**src/rtl/pio_bank_pkg.sv**
```systemverilog
package pio_bank_pkg;

   localparam int ADDR_W = 4;

   typedef enum logic [ADDR_W-1:0] {
      REG_DIR   = 4'd0,
      REG_SHLD  = 4'd1,
      REG_LAT   = 4'd2,
      REG_PIN   = 4'd3,
      REG_SET   = 4'd4,
      REG_CLR   = 4'd5,
      REG_REN   = 4'd6,
      REG_FEN   = 4'd7,
      REG_RST   = 4'd8,
      REG_FST   = 4'd9,
      REG_ECLR  = 4'd10
   } pio_reg_e;

endpackage

```
**src/rtl/pio_sync.sv**
```systemverilog
module pio_sync #(
   parameter int WIDTH  = 32,
   parameter int STAGES = 2
) (
   input  logic             clk,
   input  logic             rst,
   input  logic [WIDTH-1:0] d,
   output logic [WIDTH-1:0] q
);

   logic [WIDTH-1:0] chain [STAGES];

   for (genvar s = 0; s < STAGES; s++) begin : g_stage
      if (s == 0) begin : g_head
         always_ff @(posedge clk) begin
            if (rst) chain[s] <= '0;
            else     chain[s] <= d;
         end
      end else begin : g_tail
         always_ff @(posedge clk) begin
            if (rst) chain[s] <= '0;
            else     chain[s] <= chain[s-1];
         end
      end
   end

   assign q = chain[STAGES-1];

endmodule

```
**src/rtl/pio_regs.sv**
```systemverilog
module pio_regs
   import pio_bank_pkg::*;
#(
   parameter int WIDTH = 32,
   localparam int LANES = WIDTH / 8
) (
   input  logic              clk,
   input  logic              rst,
   input  logic              bus_wr,
   input  logic [ADDR_W-1:0] bus_addr,
   input  logic [LANES-1:0]  bus_be,
   input  logic [WIDTH-1:0]  bus_wdata,
   output logic [WIDTH-1:0]  dir_q,
   output logic [WIDTH-1:0]  shld_q,
   output logic [WIDTH-1:0]  lat_q,
   output logic [WIDTH-1:0]  ren_q,
   output logic [WIDTH-1:0]  fen_q,
   output logic [WIDTH-1:0]  eclr
);

   logic [WIDTH-1:0] lane_bits;
   logic [WIDTH-1:0] lat_bits;
   logic [WIDTH-1:0] wd_lane;
   logic [WIDTH-1:0] wd_lat;

   for (genvar l = 0; l < LANES; l++) begin : g_lane
      assign lane_bits[8*l +: 8] = {8{bus_be[l]}};
   end

   assign lat_bits = lane_bits & ~shld_q;
   assign wd_lane  = bus_wdata & lane_bits;
   assign wd_lat   = bus_wdata & lat_bits;

   always_ff @(posedge clk) begin
      if (rst) begin
         dir_q  <= '0;
         shld_q <= '0;
         lat_q  <= '0;
         ren_q  <= '0;
         fen_q  <= '0;
      end else if (bus_wr) begin
         case (pio_reg_e'(bus_addr))
            REG_DIR:  dir_q  <= (dir_q  & ~lane_bits) | wd_lane;
            REG_SHLD: shld_q <= (shld_q & ~lane_bits) | wd_lane;
            REG_LAT:  lat_q  <= (lat_q  & ~lat_bits)  | wd_lat;
            REG_SET:  lat_q  <= lat_q | wd_lat;
            REG_CLR:  lat_q  <= lat_q & ~wd_lat;
            REG_REN:  ren_q  <= (ren_q  & ~lane_bits) | wd_lane;
            REG_FEN:  fen_q  <= (fen_q  & ~lane_bits) | wd_lane;
            default: ;
         endcase
      end
   end

   assign eclr = (bus_wr && pio_reg_e'(bus_addr) == REG_ECLR) ? wd_lane : '0;

endmodule

```
**src/rtl/pio_edge.sv**
```systemverilog
module pio_edge #(
   parameter int WIDTH  = 32,
   parameter int STAGES = 2,
   localparam int CNT_W = $clog2(STAGES + 2)
) (
   input  logic             clk,
   input  logic             rst,
   input  logic [WIDTH-1:0] pin_s,
   input  logic [WIDTH-1:0] eclr,
   input  logic [WIDTH-1:0] ren,
   input  logic [WIDTH-1:0] fen,
   output logic [WIDTH-1:0] rise_st,
   output logic [WIDTH-1:0] fall_st,
   output logic             irq
);

   logic [WIDTH-1:0] prev_q;
   logic [CNT_W-1:0] settle_q;
   logic             armed;
   logic [WIDTH-1:0] rise_hit;
   logic [WIDTH-1:0] fall_hit;

   // Detection waits until the synchronizer and the history flop hold real pin data.
   assign armed = (settle_q == CNT_W'(STAGES + 1));

   always_ff @(posedge clk) begin
      if (rst)         settle_q <= '0;
      else if (!armed) settle_q <= settle_q + 1'b1;
   end

   always_ff @(posedge clk) begin
      if (rst) prev_q <= '0;
      else     prev_q <= pin_s;
   end

   assign rise_hit = armed ? ( pin_s & ~prev_q) : '0;
   assign fall_hit = armed ? (~pin_s &  prev_q) : '0;

   always_ff @(posedge clk) begin
      if (rst) begin
         rise_st <= '0;
         fall_st <= '0;
      end else begin
         rise_st <= (rise_st & ~eclr) | rise_hit;
         fall_st <= (fall_st & ~eclr) | fall_hit;
      end
   end

   assign irq = |((rise_st & ren) | (fall_st & fen));

endmodule

```
**src/rtl/pio_bank.sv**
```systemverilog
module pio_bank
   import pio_bank_pkg::*;
#(
   parameter int WIDTH       = 32,
   parameter int SYNC_STAGES = 2,
   localparam int LANES = WIDTH / 8
) (
   input  logic              clk,
   input  logic              rst,
   input  logic [WIDTH-1:0]  pad_in,
   output logic [WIDTH-1:0]  pad_out,
   output logic [WIDTH-1:0]  pad_oe,
   input  logic              bus_wr,
   input  logic [ADDR_W-1:0] bus_addr,
   input  logic [LANES-1:0]  bus_be,
   input  logic [WIDTH-1:0]  bus_wdata,
   output logic [WIDTH-1:0]  bus_rdata,
   output logic              irq
);

   if (WIDTH < 8 || WIDTH % 8 != 0) begin : g_bad_width
      $error("pio_bank: WIDTH must be a positive multiple of 8");
   end
   if (SYNC_STAGES < 2) begin : g_bad_sync
      $error("pio_bank: SYNC_STAGES must be at least 2");
   end

   logic [WIDTH-1:0] dir_q;
   logic [WIDTH-1:0] shld_q;
   logic [WIDTH-1:0] lat_q;
   logic [WIDTH-1:0] ren_q;
   logic [WIDTH-1:0] fen_q;
   logic [WIDTH-1:0] eclr;
   logic [WIDTH-1:0] pin_s;
   logic [WIDTH-1:0] rise_st;
   logic [WIDTH-1:0] fall_st;

   pio_sync #(.WIDTH(WIDTH), .STAGES(SYNC_STAGES)) u_sync (
      .clk (clk),
      .rst (rst),
      .d   (pad_in),
      .q   (pin_s)
   );

   pio_regs #(.WIDTH(WIDTH)) u_regs (
      .clk       (clk),
      .rst       (rst),
      .bus_wr    (bus_wr),
      .bus_addr  (bus_addr),
      .bus_be    (bus_be),
      .bus_wdata (bus_wdata),
      .dir_q     (dir_q),
      .shld_q    (shld_q),
      .lat_q     (lat_q),
      .ren_q     (ren_q),
      .fen_q     (fen_q),
      .eclr      (eclr)
   );

   pio_edge #(.WIDTH(WIDTH), .STAGES(SYNC_STAGES)) u_edge (
      .clk     (clk),
      .rst     (rst),
      .pin_s   (pin_s),
      .eclr    (eclr),
      .ren     (ren_q),
      .fen     (fen_q),
      .rise_st (rise_st),
      .fall_st (fall_st),
      .irq     (irq)
   );

   always_comb begin
      case (pio_reg_e'(bus_addr))
         REG_DIR:  bus_rdata = dir_q;
         REG_SHLD: bus_rdata = shld_q;
         REG_LAT:  bus_rdata = lat_q;
         REG_PIN:  bus_rdata = pin_s & ~shld_q;
         REG_REN:  bus_rdata = ren_q;
         REG_FEN:  bus_rdata = fen_q;
         REG_RST:  bus_rdata = rise_st;
         REG_FST:  bus_rdata = fall_st;
         default:  bus_rdata = '0;
      endcase
   end

   assign pad_out = lat_q;
   assign pad_oe  = dir_q;

endmodule

```
**config.mk**
```make
export PLATFORM = sky130hd
export DESIGN_NAME = pio_bank
export DESIGN_NICKNAME = d
export VERILOG_FILES = /design/src/rtl/pio_bank_pkg.sv /design/src/rtl/pio_sync.sv /design/src/rtl/pio_regs.sv /design/src/rtl/pio_edge.sv /design/src/rtl/pio_bank.sv
export SDC_FILE = /design/constraint.sdc
export NUM_CORES = 1
export LEC_CHECK = 0
export CAP_MARGIN = 20
export CORE_ASPECT_RATIO = 1.75
export CORE_MARGIN = 5
export CORE_UTILIZATION = 30
export CTS_BUF_LIST = sky130_fd_sc_hd__clkbuf_8
export CTS_CLUSTER_SIZE = 24
export DETAILED_ROUTE_END_ITERATION = 6
export DONT_BUFFER_PORTS = 1
export GPL_ROUTABILITY_DRIVEN = 0
export PLACE_DENSITY = 0.54
export SETUP_SLACK_MARGIN = 0.3
export SLEW_MARGIN = 30
export SYNTH_ARGS = -nofsm -noshare
export SYNTH_HDL_FRONTEND = slang
export SYNTH_SLANG_ARGS = --single-unit
```
**constraint.sdc**
```tcl
create_clock -name clk -period 5 [get_ports clk]
set_clock_uncertainty 0.15 [all_clocks]
set_input_delay 0.75 -clock clk [delete_from_list [all_inputs] [get_ports clk]]
set_output_delay 0.75 -clock clk [all_outputs]
set_load 0.01 [all_outputs]
```
==> qor.yml <==
outcome: "complete, no violations"
drtPass1Iterations: 5
timing.fmax_mhz: 288.3
final_cell_mix: "340 x nand2_1, 322 x dfxtp_1, 160 x a21oi_1"
fin_ws_ps: 1531
netlist_instances: 1615
hold_start: "rst"
syn-num-nets: 1691
yosys-top-cells-area: "dfxtp_1 48%, nand2_1 9.5%, a21oi_1 6.0%"
clkPwrFrac_pct: 43.8
whs_ps: 60.33
drt_wl_total_um: 51660
synth_top_area_share_pct: 48.11
synth_cell_types: 43
fin_crit_sh_pct: 69.37
leakagePower_nw: 4.983
routedWlPerCell_um: 23.68
drv_slew: 0
start_kind: "flop"
syn2layout_area_growth_pct: 10.60
rsz0062_at_grt: "false"
synth_largest_area_cell: "dfxtp_1"
grt_max_degree: 297
p_sw_share_pct: 24.60
crit_path_end_kind: "output port"
start_util_pct: 30.26
hpwl_um: 36230
ys_ff_latch: 322
synth_compound_area_share_pct: 20.70
syn-cell-area_um2: 13400
fin_tns_setup_ps: 0
yosysWarnings: 0
num_rows: 102
postCtsSetupBuffers: 0
postPlaceCellArea_um2: 13830
grt_pass1_vias: 11680
core_um2: 44290
period_minus_slack_ps: 3469
synth_edf_count: 0
hp-class: "input pin to flop"
hold_viol_final: 0
total_power_mw: 5.106
dieArea_um2: 49160
design_area_um2: 14820
cts-root-buf: "clkbuf_8"
grt_overflow: 0
vias: 11970
drt_iter0_markers: 1127
synthAdderAreaFrac_pct: 0.09338
p_seq_share_pct: 52.3
drive_above_1_share_pct: 6.592
critical_path_required_ps: 4100
cts_tree: "yes"
maxCapViolCount: 0
io_pins: 172
async_flop_share_pct: 0
powerDensity_nw_per_um2: 344.6
final-setup-viol-count: 0
slew_headroom_pct: 40.33
avgViaCountPerCell: 5.487
ys.flop_type: "dfxtp_1"
p_int_mw: 3.850
grt_pass1_wl_um: 76000
die_h_um: 289.6
track_usage_pct: 20.39
numCtsBuffers: 51
fill_cells: 4583
arrival_ps: 2570
ctsHoldBuffers: 0
synth_mux_area_share_pct: 0.07470
tightest_slew_ps: 895.1
yosysSeqAreaShare_pct: 48.11
synth_area_per_cell_um2: 8.297
drc_errors: 0
critPathKind: "flop to output port"
clk_pin_slew_ps: 60
worst-path-max-fanout: 3
synth-simple-area-share_pct: 25.52
htreeDepth: 2
insertion_delay_ps: 610
p_comb_share_pct: 3.8
max-vdd-ir-drop_v: 0.0001857
synth_top_family_by_area: "simple AND/OR/NAND/NOR gates"
cts_sinks: 322
synth-xor-area-share_pct: 0.1307
r2r-start: "u_edge.settle_q[0]"
io_buffers: 0
dieWidth_um: 169.8
nets: 1652
antenna_left: 0
cts_resized: 0
final_common_cell: "nand2_1"
p_sw_mw: 1.256
antenna_found_initial: 2
cp-startpoint: "u_edge.fall_st[23]"
post-place-ws_ps: 1758
clock_path_buffers: 3
==> per-layer routing <==
layer  GRT usage [%]  routed length, um
met1           21.37              17940
met3           6.029               4536
met4           11.64               3108
met5               0                  0
met2           36.05              26070
==> cell usage after synthesis, types with 29 or more instances <==
library cell	n
a21oi_1	160
a221oi_1	48
a22o_1	48
a22oi_1	32
a32oi_1	32
buf_2	29
clkbuf_1	67
dfxtp_1	322
inv_1	66
nand2_1	340
nand3_1	40
nand4_1	36
nor2_1	135
nor2b_1	92
==> power by group through the flow <==
| stage | clock network (mW) | registers [mW] | logic, mW |
|---|---|---|---|
| finish | 2.24 | 2.67 | 0.195 |
| global route | 2.39 | 2.68 | 0.212 |
| CTS | 2.30 | 2.67 | 0.195 |
| detailed placement | 0 | 2.73 | 0.194 |
| global placement | 0 | 2.73 | 0.189 |
| floorplan | 0 | 2.70 | 0.175 |
==> critical path, stage by stage (launching register included) <==
cell and delay (ps):
dfxtp_1 350, a22o_1 310, a221oi_1 420, nand4_1 180
or4_1 700
==> layout make-up <==
class / count / area [um^2] / area share, %
multi-input cells: 1119 / 6302 / 42.53
well taps: 572 / 715.7 / 4.829
diodes: 1 / 2.502 / 0.01689
flip-flops and latches: 322 / 6446 / 43.50
repair buffers: 16 / 120.1 / 0.8105
clock buffers: 62 / 853.3 / 5.758
clock inverters: 23 / 131.4 / 0.8865
inverters: 66 / 247.7 / 1.672
==> kinds of logic (layout without fill, tap and decap cells) <==
kind of cell    after synthesis  count (layout)
mux                           1               1
fa+ha+maj                     1               1
compound gates              390             390
xor+xnor                      2               2
simple gates                725             725
buf+inv                     174             167
flops                       322             322
other cells                   0               1
==> path summary, 6_finish.rpt <==
check                            end  slack, ps  cells after the start
hold reg to reg   u_sync.chain[1][9]        280                      1
setup / recovery                 irq       1530                      4
hold / removal    u_sync.chain[0][8]         60                      1
setup reg to reg  u_edge.fall_st[25]       3210                      5
==> metrics by stage <==
step	instances	utilization (%)
3_3_place_gp	2095	31.23
3_5_place_dp	2095	31.23
6_report	2181	33.46
2_1_floorplan	1615	-
4_1_cts	2180	33.46
5_1_grt	2181	33.46
No activity file was read; power rests on OpenSTA's default activity.
